<file path="config.mk">
export PLATFORM = sky130hd
export DESIGN_NAME = tile_vote_mgr
export DESIGN_NICKNAME = d
export VERILOG_FILES = /design/src/rtl/tile_vote_pkg.sv /design/src/rtl/tile_select.sv /design/src/rtl/tmr_vote.sv /design/src/rtl/spare_pick.sv /design/src/rtl/tile_vote_mgr.sv
export SDC_FILE = /design/constraint.sdc
export NUM_CORES = 1
export LEC_CHECK = 0
export ABC_AREA = 1
export BUFFER_PORTS_ARGS = -buffer_cell sky130_fd_sc_hd__buf_4
export CAP_MARGIN = 20
export CORE_AREA = 2 2 115 117
export CTS_CLUSTER_DIAMETER = 120
export CTS_CLUSTER_SIZE = 40
export DETAILED_ROUTE_END_ITERATION = 10
export DIE_AREA = 0 0 117 119
export PLACE_DENSITY = 0.75
export REMOVE_ABC_BUFFERS = 1
export SETUP_SLACK_MARGIN = 0.05
export SYNTH_ARGS = -nofsm -noshare
export SYNTH_HDL_FRONTEND = slang
export SYNTH_SLANG_ARGS = --single-unit
</file>
<file path="constraint.sdc">
create_clock -name clk -period 4.1 [get_ports clk]
set_clock_uncertainty 0.15 [all_clocks]
set_input_delay 0.615 -clock clk [delete_from_list [all_inputs] [get_ports clk]]
set_output_delay 0.615 -clock clk [all_outputs]
set_load 0.02 [all_outputs]
</file>
<file path="src/rtl/tile_vote_pkg.sv">
package tile_vote_pkg;

    typedef enum logic [1:0] {
        TS_ACTIVE  = 2'b00,
        TS_SPARE   = 2'b01,
        TS_FAULTED = 2'b10,
        TS_REPAIR  = 2'b11
    } tile_st_t;

    typedef enum logic {
        MG_WATCH  = 1'b0,
        MG_SETTLE = 1'b1
    } mgr_st_t;

    localparam int SLOTS = 3;

endpackage

</file>
<file path="src/rtl/tile_select.sv">
module tile_select #(
    parameter int NUM_TILES = 9,
    parameter int WORD_W    = 14,
    parameter int IDX_W     = $clog2(NUM_TILES)
) (
    input  logic [NUM_TILES*WORD_W-1:0]               tile_words_i,
    input  logic [tile_vote_pkg::SLOTS*IDX_W-1:0]     slot_idx_i,
    output logic [tile_vote_pkg::SLOTS*WORD_W-1:0]    lanes_o
);

    for (genvar k = 0; k < tile_vote_pkg::SLOTS; k++) begin : g_lane
        logic [IDX_W-1:0]  sel;
        logic [WORD_W-1:0] word;
        assign sel = slot_idx_i[k*IDX_W +: IDX_W];
        always_comb begin
            word = '0;
            for (int t = 0; t < NUM_TILES; t++) begin
                if (sel == IDX_W'(t)) begin
                    word = tile_words_i[t*WORD_W +: WORD_W];
                end
            end
        end
        assign lanes_o[k*WORD_W +: WORD_W] = word;
    end

endmodule

</file>
<file path="src/rtl/tmr_vote.sv">
module tmr_vote #(
    parameter int WORD_W = 14
) (
    input  logic [3*WORD_W-1:0] lanes_i,
    output logic [WORD_W-1:0]   voted_o,
    output logic [1:0]          health_o,
    output logic                uncorr_o
);

    logic [WORD_W-1:0] w0, w1, w2;
    logic eq01, eq02, eq12;

    assign w0 = lanes_i[0*WORD_W +: WORD_W];
    assign w1 = lanes_i[1*WORD_W +: WORD_W];
    assign w2 = lanes_i[2*WORD_W +: WORD_W];

    assign eq01 = (w0 == w1);
    assign eq02 = (w0 == w2);
    assign eq12 = (w1 == w2);

    assign voted_o = (w0 & w1) | (w0 & w2) | (w1 & w2);

    always_comb begin
        health_o = 2'b00;
        uncorr_o = 1'b0;
        if (eq01 && eq12) begin
            health_o = 2'b00;
        end else if (eq12) begin
            health_o = 2'b01;
        end else if (eq02) begin
            health_o = 2'b10;
        end else if (eq01) begin
            health_o = 2'b11;
        end else begin
            uncorr_o = 1'b1;
        end
    end

endmodule

</file>
<file path="src/rtl/spare_pick.sv">
module spare_pick #(
    parameter int NUM_TILES = 9,
    parameter int IDX_W     = $clog2(NUM_TILES)
) (
    input  logic [NUM_TILES-1:0] avail_i,
    output logic                 found_o,
    output logic [IDX_W-1:0]     idx_o
);

    always_comb begin
        found_o = 1'b0;
        idx_o   = '0;
        for (int t = NUM_TILES - 1; t >= 0; t--) begin
            if (avail_i[t]) begin
                found_o = 1'b1;
                idx_o   = IDX_W'(t);
            end
        end
    end

endmodule

</file>
<file path="src/rtl/tile_vote_mgr.sv">
module tile_vote_mgr
    import tile_vote_pkg::*;
#(
    parameter int NUM_TILES = 9,
    parameter int WORD_W    = 14,
    localparam int IDX_W    = $clog2(NUM_TILES)
) (
    input  logic                        clk,
    input  logic                        rst_n,
    input  logic [NUM_TILES*WORD_W-1:0] tile_words_i,
    input  logic [NUM_TILES-1:0]        scan_fault_i,
    input  logic [NUM_TILES-1:0]        repair_ack_i,
    input  logic [NUM_TILES-1:0]        repair_done_i,
    output logic [WORD_W-1:0]           voted_o,
    output logic [1:0]                  health_o,
    output logic                        uncorr_o,
    output logic                        no_spare_o,
    output logic [SLOTS*IDX_W-1:0]      active_idx_o,
    output logic [2*NUM_TILES-1:0]      tile_state_o,
    output logic [NUM_TILES-1:0]        repair_req_o
);

    mgr_st_t                  mgr_q, mgr_d;
    tile_st_t                 tile_q [NUM_TILES];
    tile_st_t                 tile_d [NUM_TILES];
    logic [SLOTS*IDX_W-1:0]   slot_q, slot_d;
    logic [SLOTS*WORD_W-1:0]  lanes;
    logic [1:0]               health;
    logic                     uncorr;
    logic [NUM_TILES-1:0]     avail;
    logic                     found;
    logic [IDX_W-1:0]         pick_idx;
    logic [IDX_W-1:0]         fail_tile;
    logic [1:0]               fail_slot;
    logic                     do_swap;

    tile_select #(.NUM_TILES(NUM_TILES), .WORD_W(WORD_W), .IDX_W(IDX_W)) u_sel (
        .tile_words_i (tile_words_i),
        .slot_idx_i   (slot_q),
        .lanes_o      (lanes)
    );

    tmr_vote #(.WORD_W(WORD_W)) u_vote (
        .lanes_i  (lanes),
        .voted_o  (voted_o),
        .health_o (health),
        .uncorr_o (uncorr)
    );

    for (genvar t = 0; t < NUM_TILES; t++) begin : g_avail
        assign avail[t] = (tile_q[t] == TS_SPARE) && !scan_fault_i[t];
    end

    spare_pick #(.NUM_TILES(NUM_TILES), .IDX_W(IDX_W)) u_pick (
        .avail_i (avail),
        .found_o (found),
        .idx_o   (pick_idx)
    );

    // Map the minority slot to the tile it holds.
    always_comb begin
        fail_slot = health - 2'd1;
        unique case (health)
            2'b01:   fail_tile = slot_q[0*IDX_W +: IDX_W];
            2'b10:   fail_tile = slot_q[1*IDX_W +: IDX_W];
            2'b11:   fail_tile = slot_q[2*IDX_W +: IDX_W];
            default: fail_tile = '0;
        endcase
    end

    assign do_swap = (mgr_q == MG_WATCH) && (health != 2'b00) && found;

    // Manager next state: WATCH -swap-> SETTLE -resume-> WATCH.
    always_comb begin
        unique case (mgr_q)
            MG_WATCH:  mgr_d = do_swap ? MG_SETTLE : MG_WATCH;
            MG_SETTLE: mgr_d = MG_WATCH;
            default:   mgr_d = MG_WATCH;
        endcase
    end

    // Per-tile and slot next state.
    always_comb begin
        slot_d = slot_q;
        for (int t = 0; t < NUM_TILES; t++) begin
            tile_d[t] = tile_q[t];
            unique case (tile_q[t])
                TS_ACTIVE: begin
                    if (do_swap && fail_tile == IDX_W'(t)) tile_d[t] = TS_FAULTED;
                end
                TS_SPARE: begin
                    if (scan_fault_i[t])                        tile_d[t] = TS_FAULTED;
                    else if (do_swap && pick_idx == IDX_W'(t))  tile_d[t] = TS_ACTIVE;
                end
                TS_FAULTED: begin
                    if (repair_ack_i[t]) tile_d[t] = TS_REPAIR;
                end
                TS_REPAIR: begin
                    if (repair_done_i[t]) tile_d[t] = TS_SPARE;
                end
                default: tile_d[t] = tile_q[t];
            endcase
        end
        for (int k = 0; k < SLOTS; k++) begin
            if (do_swap && fail_slot == 2'(k)) slot_d[k*IDX_W +: IDX_W] = pick_idx;
        end
    end

    // State registers.
    always_ff @(posedge clk) begin
        if (!rst_n) begin
            mgr_q <= MG_WATCH;
            for (int k = 0; k < SLOTS; k++) slot_q[k*IDX_W +: IDX_W] <= IDX_W'(k);
            for (int t = 0; t < NUM_TILES; t++) tile_q[t] <= (t < SLOTS) ? TS_ACTIVE : TS_SPARE;
        end else begin
            mgr_q  <= mgr_d;
            slot_q <= slot_d;
            for (int t = 0; t < NUM_TILES; t++) tile_q[t] <= tile_d[t];
        end
    end

    // Outputs.
    always_comb begin
        health_o     = health;
        uncorr_o     = uncorr;
        no_spare_o   = !found;
        active_idx_o = slot_q;
        for (int t = 0; t < NUM_TILES; t++) begin
            tile_state_o[2*t +: 2] = tile_q[t];
            repair_req_o[t]        = (tile_q[t] == TS_FAULTED);
        end
    end

endmodule

</file>
==> results of run 1 <==
-- placed cells by master (no fill, tap or decap), drive strengths merged --
master    instances
buf             290
nand2           236
inv             175
nor2            158
a21oi            98
ha               78
nand3            61
o21ai            48
o22ai            35
dfxtp            31
o221ai           23
a41oi            17
or3              14
o2111ai          13
nand4            12
a211oi           12
clkinvlp          7
o211ai            6
clkbuf            6
nor3              6
clkinv            6
a31oi             5
or2               3
a311o             2
a221oi            2
a2111oi           1
o32ai             1
o22a              1
o31ai             1
o21bai            1
a311oi            1
-- repair_timing --
item,in CTS,in global routing
cloned,0,3
setup buffers,3,11
gates resized for setup,28,89
endpoints found under the setup margin,33,33
pin swaps,1,22
-- layout make-up --
| cell class | count | share of cell area (%) |
|---|---|---|
| Timing Repair Buffer | 291 | 25.0 |
| Sequential cell | 31 | 6.95 |
| Inverter | 183 | 7.68 |
| Clock buffer | 5 | 1.36 |
| Timing Repair inverter | 2 | 0.164 |
| Multi-Input combinational cell | 835 | 56.2 |
| Tap cell | 176 | 2.40 |
| Clock inverter | 3 | 0.218 |
-- kinds of logic (layout without fill, tap and decap cells) --
logic type / after synthesis / in the layout / synth area share, %
simple gates: 490 / 490 / 34.3
compound gates: 267 / 267 / 26.8
buf+inv: 217 / 484 / 13.4
fa+ha+maj: 78 / 78 / 15.7
flops: 31 / 31 / 9.96
-- critical path: stages, from the launching register on --
cell        delay (ps)
dfxtp_2            340
inv_1               80
nor2_1              60
nand2_1            120
clkinvlp_4         130
buf_12             160
nand2_1             50
o221ai_1           130
a21oi_2            180
o2111ai_2          160
a21oi_1            150
a21oi_1            100
ha_1               320
nor2_1             150
nand2_1             80
nor2_2             150
nand2_2            160
clkinv_4           110
nand2_4             60
nand2_1             90
buf_4              140
-- state kept, by name (all words and copies together) (netlist names) --
register      count
mgr_q             1
active_idx_o     12
tile_q           18
-- worst paths after layout --
path	cells past startpoint	endpoint	start
max reg2reg	28	tile_q[0][17]$_SDFFE_PN0P_	active_idx_o[9]$_SDFFE_PN1P_
min reg2reg	2	active_idx_o[0]$_SDFFE_PN0P_	active_idx_o[0]$_SDFFE_PN0P_
min	2	active_idx_o[0]$_SDFFE_PN0P_	active_idx_o[0]$_SDFFE_PN0P_
max	20	health_o[0]	active_idx_o[9]$_SDFFE_PN1P_
-- Yosys cell counts --
cell / count
clkbuf_1: 26
nand3_4: 1
o22ai_1: 35
clkinv_4: 1
o21ai_0: 48
nand3_1: 53
buf_1: 3
o2111ai_1: 13
nor3_1: 4
inv_2: 3
o21bai_1: 1
dfxtp_1: 31
ha_1: 78
or3_1: 14
nand4_2: 1
a31oi_1: 5
o211ai_1: 6
nor2_2: 7
nand3_2: 7
nand2_4: 2
or2_2: 1
inv_1: 175
nor2_1: 149
nand4_1: 11
a221oi_1: 2
a311o_1: 2
nor2_4: 2
a311oi_1: 1
o31ai_1: 1
a41oi_1: 17
nor3_4: 2
o221ai_1: 23
nand2_2: 6
o32ai_1: 1
a211oi_1: 12
nand2_1: 228
buf_2: 4
a2111oi_0: 1
a21oi_1: 98
clkinv_1: 4
buf_6: 1
o22a_1: 1
or2_1: 2
-- per-layer routing --
| metal | part of all wire, % | vias to the layer above | global-route usage [%] |
|---|---|---|---|
| met5 | 0 | - | 0 |
| met4 | 6.8 | 0 | 21.9 |
| met3 | 9.7 | 140 | 5.29 |
| met2 | 46 | 585 | 62.3 |
| met1 | 37 | 3867 | 42.7 |
| li1 | - | 4196 | - |
-- power by group through the flow --
| stage | registers (mW) | logic [mW] | clock network, mW |
|---|---|---|---|
| 2_1_floorplan | 0.563 | 0.977 | 0 |
| 3_3_place_gp | 0.500 | 1.59 | 0 |
| 3_5_place_dp | 0.499 | 1.62 | 0 |
| 4_1_cts | 0.496 | 1.63 | 0.376 |
| 5_1_grt | 0.514 | 1.87 | 0.385 |
| 6_report | 0.495 | 1.66 | 0.381 |
-- per-stage QoR --
| step | hold WS [ps] | worst slack [ps] | instances | power (mW) | cell area, um2 |
|---|---|---|---|---|---|
| 3_5_place_dp | 365 | -196 | 1501 | 2.12 | 8450 |
| 5_1_grt | 406 | 5.06 | 1526 | 2.77 | 9180 |
| 4_1_cts | 374 | 53.0 | 1512 | 2.51 | 8740 |
| 2_1_floorplan | 427 | 538 | 1049 | 1.54 | 6090 |
| 6_report | 380 | 121 | 1526 | 2.54 | 9180 |
| 3_3_place_gp | 364 | -135 | 1501 | 2.09 | 8450 |
==> qor.csv, run 1 <==
stage;metric;value;unit
worst_setup_path;worst-path fanout max;11;
sta;Final Max Tran Viols;0;
grt;gr ovfl total;0;
placed_design;Final GP Congestion;1.02;
sta;worst-margin pin slew;447;ps
cells_and_area;Syn-to-layout area delta;47.4;%
cts;CTS H-Tree Depth;2;
floorplanning;Initial Utilization;48.4;%
worst_setup_path;CP Data Arrival Time;3210;ps
synthesis;top post-synthesis cells by area;ha_1, nand2_1, inv_1;
pwr;Int Power;1.27;mW
worst_setup_path;Worst Setup Start Kind;flop;
sta;Final min period;3980;ps
pwr;Sw Share;50.2;%
synthesis;sequential fraction of the synthesis area;9.96;%
placed_design;# port buffers;211;
floorplanning;row count;42;
sta;final hold vios;0;
run;number of max-cap violations;0;
floorplanning;die width;117;um
worst_setup_path;Worst R2R Setup Slack;240;ps
pwr;Pwr Density;277;nW/um2
cells_and_area;Nets;1582;
synthesis;Post-Synthesis Cell Area;6230;um2
pwr;share of total power in the clock network;15.0;%
grt;global-route wire length before repair;40100;um
cells_and_area;share of layout cells above drive strength 1;31.5;%
cts;clock sink total;31;
synthesis;Synth top area share;15.7;%
cts;clock slew at reported path FFs;60;ps
worst_setup_path;CP Class;reg -> out;
cts;hold_buf cts;0;
worst_setup_path;Worst Setup End Kind;primary output;
worst_hold_path;HP Class;reg -> reg;
grt;vias in the first global route;8039;
synthesis;leading area contributor after synthesis;ha_1;
cts;Max Buffers Root-to-Sink;2;
cts;TritonCTS clock tree;built;
sta;final setup vio count;0;
floorplanning;Top Ports;212;
route;per-cell routed wire length;17.5;um
cts;clock root buffer;clkbuf_16;
sta;RSZ-0062 raised after global routing;yes;
floorplanning;Die Y;119;um
cells_and_area;Multi-input gate area;5160;um2
synthesis;warning count from the yosys run;0;
placed_design;DP Wirelength;21500;um
cts;CTS buffer count;5;
cells_and_area;post-layout util;71.3;%
pwr;Psw;1.27;mW
outcome;status;complete, no violations;
pwr;Comb power frac;65.5;%
cells_and_area;Antenna diodes;0;
route;drt total wl;26700;um
grt;initial antenna violation count;0;
sta;final setup TNS;0;ps
pwr;Leakage Power;4.62;nW
grt;largest net degree at the start of global routing;28;
sta;final worst-path cycle share;97.0;%
floorplanning;core region area;12900;um2
route;Post-DRT Antenna Nets;0;
synthesis;post-synthesis cell count;1083;
route;drt first-iter violations;874;
synthesis;number of synthesized register bits;31;
route;drt pass-1 iters;5;
synthesis;Mean Syn Cell Area;5.75;um2
grt;total track usage;36.6;%
pwr;Seq pwr share;19.5;%
floorplanning;Die ar.;13900;um2
sta;max_slew headroom;70.0;%
sta;Fmax;251;MHz
route;DR vias/cell;5.76;
synthesis;Synth cell types;43;
pwr;Peak VDD IR;0.366;mV
route;DR vias;8788;
worst_setup_path;CP Data Required Time;3340;ps
cells_and_area;fill count;1187;
cts;worst-skew pair later-pin latency;290;ps
cells_and_area;register area;638;um2
route;Remaining DRCs;0;
Note: power is estimated with default switching activity, not from simulation.
==> run 2, diff against run 1 <==
RECOVER_POWER = 25   (was unset)
clock period = 3.9 ns   (was 4.1 ns; I/O delays follow)
==> run 2 against run 1 <==
  * The flow now finishes with violations (DRC)
  * Clock-buffer cell count up 1
  * Highest routed layer unchanged
  * Flip-flop and latch count unchanged
  * Register-to-register slack got worse by 120 ps
  * Critical path depth is 1 lower
  * Total power rose by 6.7%
  * Worst hold slack got worse by 27 ps
  * Combinational power up 4%
  * Critical path type unchanged
==> qor.csv, run 2 (synthesized netlist as in run 1, its figures left out) <==
stage;metric;value;unit;change
cells_and_area;max reg flops;18;;unchanged
route;per-cell routed wire length;18.0;um;was 17.5 um
cells_and_area;Antenna diodes;0;;unchanged
cts;clock sink total;31;;unchanged
route;Remaining DRCs;1;;was 0
floorplanning;Initial Utilization;48.4;%;unchanged
cells_and_area;Nets;1623;;was 1582
grt;initial antenna violation count;0;;unchanged
cts;clock root buffer;clkbuf_16;;unchanged
cts;worst-skew pair later-pin latency;280;ps;was 290 ps
worst_setup_path;critical path buffer and inverter count;5;;unchanged
route;drt total wl;28200;um;was 26700 um
grt;gr ovfl total;0;;unchanged
worst_hold_path;min-delay src;active_idx_o[1]$_SDFFE_PN0P_;;was active_idx_o[0]$_SDFFE_PN0P_
floorplanning;Die Y;119;um;unchanged
worst_setup_path;CP Data Required Time;3160;ps;was 3340 ps
worst_hold_path;HP Class;reg -> reg;;unchanged
sta;Final Max Tran Viols;0;;unchanged
grt;vias in the first global route;8294;;was 8039
sta;final setup TNS;0;ps;unchanged
floorplanning;Die ar.;13900;um2;unchanged
pwr;Pwr Density;267;nW/um2;was 277 nW/um2
cells_and_area;Multi-input gate area;5740;um2;was 5160 um2
sta;Fmax;263;MHz;
worst_setup_path;Critical path origin;active_idx_o[4]$_SDFFE_PN1P_;;was active_idx_o[9]$_SDFFE_PN1P_
cells_and_area;Final Cell Area;10200;um2;was 9180 um2
cells_and_area;register area;656;um2;was 638 um2
cts;CTS H-Tree Depth;2;;unchanged
sta;Fin Hold WS;353;ps;was 380 ps
sta;RSZ-0062 raised after global routing;yes;;unchanged
cells_and_area;fill count;974;;was 1187
worst_setup_path;most used cell, CP;nand2_2;;was nand2_1
placed_design;Final GP Congestion;1.01;;was 1.02
route;drt first-iter violations;812;;was 874
worst_setup_path;Worst Setup Start Kind;flop;;unchanged
sta;max_slew headroom;72.1;%;was 70.0%
outcome;violated checks;DRC;;
floorplanning;die width;117;um;unchanged
worst_setup_path;worst-path fanout max;5;;was 11
sta;final setup vio count;0;;unchanged
placed_design;DP Wirelength;21000;um;was 21500 um
worst_setup_path;crit-path max cell delay;410;ps;was 340 ps
grt;largest net degree at the start of global routing;28;;unchanged
grt;global-route wire length before repair;39500;um;was 40100 um
route;DR vias;9238;;was 8788
cells_and_area;most frequent cells in the layout;buf_4, nand2_1, inv_1, nor2_1, ha_1;;was buf_4, nand2_1, inv_1, nor2_1, a21oi_1
route;DR vias/cell;5.90;;was 5.76
cells_and_area;commonest non-fill, non-tap cell in the layout;buf_4;;unchanged
cells_and_area;Syn-to-layout area delta;63.2;%;was 47.4%
route;drt pass-1 iters;10;;was 5
pwr;Leakage Power;4.87;nW;was 4.62 nW
cts;Max Buffers Root-to-Sink;2;;unchanged
worst_setup_path;CP Class;reg -> out;;unchanged
floorplanning;core region area;12900;um2;unchanged
cells_and_area;Top reg by flops;tile_q;;unchanged
route;Post-DRT Antenna Nets;0;;unchanged
grt;total track usage;35.9;%;was 36.6%
pwr;Peak VDD IR;0.443;mV;was 0.366 mV
worst_setup_path;delay-heaviest family, CP;simple AND/OR/NAND/NOR gates;;unchanged
cts;TritonCTS clock tree;built;;unchanged
sta;final worst-path cycle share;97.4;%;
sta;worst-margin pin slew;415;ps;was 447 ps
cells_and_area;share of layout cells above drive strength 1;41.2;%;was 31.5%
cts;CTS buffer count;5;;unchanged
placed_design;# port buffers;211;;unchanged
worst_setup_path;CP Cell Sequence;inv_4, nor2_4, nand2_2, buf_4, clkbuf_16, o221ai_1, a21oi_2, o21ai_0, a21oi_2, a41oi_2, ha_4, nor2_4, nand2_2, inv_2, nand2_2, nor2_4, nand3_2, nand2_2, buf_6;;was inv_1, nor2_1, nand2_1, clkinvlp_4, buf_12, nand2_1, o221ai_1, a21oi_2, o2111ai_2, a21oi_1, a21oi_1, ha_1, nor2_1, nand2_1, nor2_2, nand2_2, clkinv_4, nand2_4, nand2_1, buf_4
worst_setup_path;CP Data Arrival Time;3060;ps;was 3210 ps
sta;final hold vios;0;;unchanged
cts;clock slew at reported path FFs;60;ps;about the same
worst_setup_path;Slowest-stage cell, CP;dfxtp_4;;was dfxtp_2
worst_setup_path;Worst Setup End Kind;primary output;;unchanged
floorplanning;Top Ports;212;;unchanged
outcome;status;finished with violations;;was complete, no violations
sta;Final min period;3800;ps;
floorplanning;row count;42;;unchanged
run;number of max-cap violations;0;;unchanged
pwr;Power Total;2.71;mW;was 2.54 mW
worst_setup_path;r2r startpoint;active_idx_o[9]$_SDFFE_PN1P_;;unchanged
placed_design;DP Area;8670;um2;was 8450 um2
## run 2: stage by stage
| stage | setup WS, ps | util [%] | std cells |
|---|---|---|---|
| after floorplan | 338 | - | 1049 |
| after CTS | 50.7 | 70.5 | 1543 |
| final | 103 | 79.0 | 1567 |
| after global routing | -68.0 | 79.0 | 1567 |
| after detailed placement | -139 | 67.4 | 1528 |
| after global placement | -172 | 67.4 | 1528 |
## run 2: repair_timing
action	4_1_cts	5_1_grt
buffers inserted	6	21
gates cloned	1	3
endpoints found under the setup margin	33	33
hold buffers	0	0
pin swaps	14	121
resized for setup	53	259
hold endpoints to repair	0	0
## run 2: cell type report
| class | instances | share of cell area, % |
|---|---|---|
| clock buffer | 6 | 1.37 |
| clock inverter | 2 | 0.344 |
| inverter | 183 | 7.10 |
| multi-input combinational | 835 | 56.5 |
| sequential | 31 | 6.45 |
| tap | 176 | 2.17 |
| timing repair buffer | 332 | 26.0 |
| timing repair inverter | 2 | 0.148 |
## run 2: report_power, final
part | total [mW] | internal (mW) | switching (mW)
registers | 0.514 | 0.393 | 0.121
logic | 1.72 | 0.671 | 1.05
clock network | 0.474 | 0.318 | 0.156
## run 2: final timing paths
| kind | slack (ps) | end | cells after the start |
|---|---|---|---|
| hold reg to reg | 350 | active_idx_o[1]$_SDFFE_PN0P_ | 2 |
| setup / recovery | 100 | health_o[0] | 19 |
| hold / removal | 350 | active_idx_o[1]$_SDFFE_PN0P_ | 2 |
| setup reg to reg | 120 | active_idx_o[9]$_SDFFE_PN1P_ | 23 |
## run 2: metal layers
metal	GRT usage, %	up-vias	wire length [um]
li1	-	4277	-
met1	40.3	4133	9970
met2	62.2	650	13100
met3	6.16	178	2960
met4	21.8	0	2260
met5	0	-	0
## run 2: worst register-to-register path: stages (launching register included)
cell and delay (ps):
dfxtp_4 360, buf_4 150, nor2_2 180, nand2_2 150, buf_6 180, o221ai_1 220
a21oi_2 70, o2111ai_1 110, a21oi_1 70, a21oi_1 190, ha_1 280, nor2_2 130
nand2_1 70, nor2_2 140, nand2_4 110, clkinv_4 90, nand2_4 70, nand2_8 80
nand3_4 120, buf_12 170, nor3_4 270, buf_4 180, a21oi_1 70, o21ai_0 90
==> run 3, diff against run 2 <==
BUFFER_PORTS_ARGS = unset   (was -buffer_cell sky130_fd_sc_hd__buf_4)
CORE_AREA = 2 2 121 123   (was 2 2 115 117)
DIE_AREA = 0 0 123 125   (was 0 0 117 119)
DONT_BUFFER_PORTS = 1   (was unset)
PLACE_DENSITY = 0.55   (was 0.75)
==> run 3 against run 2 <==
  * The run now ends clean
  * Cell count down 13%
  * Total power shrank 10%
  * First-iteration DRC count fell by 34%
  * Clock power down 3%
  * Critical path depth is 1 lower
  * Worst setup slack lost 63 ps
  * Critical endpoint unchanged
  * Largest cell class unchanged
  * Highest routed layer unchanged
==> qor.csv, run 3 (synthesized netlist as in run 1, its figures left out) <==
stage;metric;value;unit;change
pwr;Int Power;1.20;mW;was 1.38 mW
worst_setup_path;CP endpoint;health_o[0];;unchanged
route;Post-DRT Antenna Nets;0;;unchanged
sta;final setup vio count;0;;unchanged
placed_design;# port buffers;0;;was 211
cells_and_area;Nets;1414;;was 1623
pwr;Leakage Power;3.85;nW;was 4.87 nW
sta;Final Max Tran Viols;0;;unchanged
cts;clock slew at reported path FFs;60;ps;about the same
placed_design;dpl ws;-29.8;ps;was -139 ps
worst_setup_path;crit-path max cell delay;350;ps;was 410 ps
cells_and_area;Top reg by flops;tile_q;;unchanged
cts;worst-skew pair later-pin latency;290;ps;was 280 ps
cts;hold_buf cts;0;;unchanged
grt;global-route wire length before repair;38100;um;was 39500 um
cts;clock root buffer;clkbuf_16;;unchanged
worst_setup_path;CP Class;reg -> out;;unchanged
worst_setup_path;CP Data Required Time;3160;ps;about the same
cells_and_area;fill count;1492;;was 974
floorplanning;row count;44;;was 42
cts;Max Buffers Root-to-Sink;2;;unchanged
run;number of max-cap violations;0;;unchanged
sta;worst-margin pin slew;425;ps;was 415 ps
grt;gr ovfl total;0;;unchanged
cts;CTS buffer count;5;;unchanged
pwr;Pwr Density;290;nW/um2;was 267 nW/um2
route;drt total wl;26100;um;was 28200 um
route;Remaining DRCs;0;;was 1
pwr;Seq pwr share;25.4;%;was 19.0%
cells_and_area;commonest non-fill, non-tap cell in the layout;nand2_1;;was buf_4
cells_and_area;max reg flops;18;;unchanged
worst_setup_path;r2r startpoint;active_idx_o[3]$_SDFFE_PN0P_;;was active_idx_o[9]$_SDFFE_PN1P_
cells_and_area;most frequent cells in the layout;nand2_1, inv_1, nor2_1, buf_4, ha_1;;was buf_4, nand2_1, inv_1, nor2_1, ha_1
worst_setup_path;Worst Setup Start Kind;flop;;unchanged
cts;TritonCTS clock tree;built;;unchanged
pwr;Comb power frac;55.8;%;was 63.6%
pwr;Power Total;2.44;mW;was 2.71 mW
sta;Fmax;259;MHz;was 263 MHz
cells_and_area;share of layout cells above drive strength 1;30.0;%;was 41.2%
sta;RSZ-0062 raised after global routing;yes;;unchanged
floorplanning;Die Y;125;um;was 119 um
worst_setup_path;Slowest-stage cell, CP;dfxtp_2;;was dfxtp_4
sta;max_slew headroom;71.7;%;was 72.1%
worst_setup_path;worst-path fanout max;5;;unchanged
floorplanning;Initial Utilization;43.9;%;was 48.4%
grt;vias in the first global route;7500;;was 8294
cells_and_area;Final Cell Area;8390;um2;was 10200 um2
worst_setup_path;delay-heaviest family, CP;compound AO/OA/AOI/OAI gates;;was simple AND/OR/NAND/NOR gates
cells_and_area;Antenna diodes;0;;unchanged
route;DR vias/cell;5.83;;was 5.90
sta;final hold vios;0;;unchanged
route;DR vias;7969;;was 9238
sta;worst setup margin;39.8;ps;was 103 ps
cts;CTS H-Tree Depth;2;;unchanged
floorplanning;die width;123;um;was 117 um
floorplanning;Die ar.;15400;um2;was 13900 um2
grt;largest net degree at the start of global routing;28;;unchanged
worst_hold_path;min-delay src;rst_n;;was active_idx_o[1]$_SDFFE_PN0P_
route;drt pass-1 iters;6;;was 10
pwr;share of total power in the clock network;18.8;%;was 17.5%
sta;final worst-path cycle share;99.0;%;was 97.4%
worst_setup_path;Critical path origin;active_idx_o[3]$_SDFFE_PN0P_;;was active_idx_o[4]$_SDFFE_PN1P_
worst_setup_path;Worst R2R Setup Slack;100;ps;was 120 ps
floorplanning;core region area;14200;um2;was 12900 um2
cells_and_area;post-layout util;59.1;%;was 79.0%
worst_hold_path;HP Class;in -> reg;;was reg -> reg
cells_and_area;Multi-input gate area;5580;um2;was 5740 um2
pwr;Sw Share;50.8;%;was 49.0%
outcome;status;complete, no violations;;was finished with violations
grt;initial antenna violation count;0;;unchanged
grt;total track usage;31.6;%;was 35.9%
worst_setup_path;CP Data Arrival Time;3130;ps;was 3060 ps
floorplanning;Top Ports;212;;unchanged
pwr;Psw;1.24;mW;was 1.33 mW
placed_design;DP Area;7090;um2;was 8670 um2
worst_setup_path;number of cells on the critical path;18;;was 19
pwr;Peak VDD IR;0.383;mV;was 0.443 mV
cts;clock sink total;31;;unchanged
cells_and_area;register area;646;um2;was 656 um2
placed_design;DP Wirelength;20200;um;was 21000 um
route;drt first-iter violations;533;;was 812
placed_design;Final GP Congestion;0.935;;was 1.01
worst_setup_path;critical path buffer and inverter count;6;;was 5
sta;Final min period;3860;ps;was 3800 ps
route;per-cell routed wire length;19.1;um;was 18.0 um
worst_setup_path;Reg2Reg Depth;23;;unchanged
worst_setup_path;Worst Setup End Kind;primary output;;unchanged
worst_setup_path;worst r2r dst;tile_q[0][1]$_SDFFE_PN0P_;;was active_idx_o[9]$_SDFFE_PN1P_
cells_and_area;Syn-to-layout area delta;34.7;%;was 63.2%
worst_setup_path;CP Cell Sequence;nor2_4, buf_6, nand2_4, buf_6, buf_4, o221ai_1, a21oi_1, o2111ai_1, o22a_1, ha_1, nor2_2, nand3_2, inv_2, nand2_2, buf_4, nand2_4, buf_4, nand2_4;;was inv_4, nor2_4, nand2_2, buf_4, clkbuf_16, o221ai_1, a21oi_2, o21ai_0, a21oi_2, a41oi_2, ha_4, nor2_4, nand2_2, inv_2, nand2_2, nor2_4, nand3_2, nand2_2, buf_6
run 3: worst min path at each step:
stage | slack (ps) | cells past startpoint | to
CTS | 240 | 1 | tile_q[0][12]$_SDFFE_PN1P_
global route | 240 | 1 | tile_q[0][14]$_SDFFE_PN1P_
finish | 240 | 1 | tile_q[0][14]$_SDFFE_PN1P_
floorplan | 430 | 2 | active_idx_o[3]$_SDFFE_PN0P_
global placement | 380 | 2 | active_idx_o[0]$_SDFFE_PN0P_
detailed placement | 390 | 2 | active_idx_o[4]$_SDFFE_PN1P_
run 3: cell type report:
class,count,share of cell area [%]
Clock buffer,5,1.49
Clock inverter,3,0.522
Multi-Input combinational cell,835,66.4
Tap cell,184,2.74
Timing Repair inverter,1,0.0894
Sequential cell,31,7.69
Timing Repair Buffer,124,12.5
Inverter,183,8.51
run 3: through the flow:
step / hold WS, ps / TNS (ps) / instances
finish: 236 / 0 / 1366
global route: 240 / -463 / 1366
CTS: 238 / 0 / 1343
detailed placement: 394 / -128 / 1331
global placement: 384 / -926 / 1331
floorplan: 427 / 0 / 1049
run 3: power groups by stage:
stage / logic, mW / clock network [mW] / registers [mW]
6_report: 1.36 / 0.458 / 0.619
5_1_grt: 1.56 / 0.470 / 0.641
4_1_cts: 1.27 / 0.460 / 0.623
3_5_place_dp: 1.25 / 0 / 0.627
3_3_place_gp: 1.24 / 0 / 0.631
2_1_floorplan: 1.03 / 0 / 0.592
run 3: per-layer routing:
layer | share of wire [%] | wire [um] | GRT usage (%) | vias to the layer above
met3 | 9.6 | 2510 | 8.90 | 107
met2 | 48 | 12500 | 54.1 | 382
met1 | 35 | 9170 | 33.0 | 3616
met4 | 7.3 | 1890 | 21.5 | 0
met5 | 0 | 0 | 0 | -
li1 | - | - | - | 3864
run 3: what timing repair did:
item	4_1_cts	5_1_grt
gates resized for setup	46	215
endpoints found under the setup margin	26	33
pin swaps	3	66
gates cloned	1	1
buffers inserted	3	22
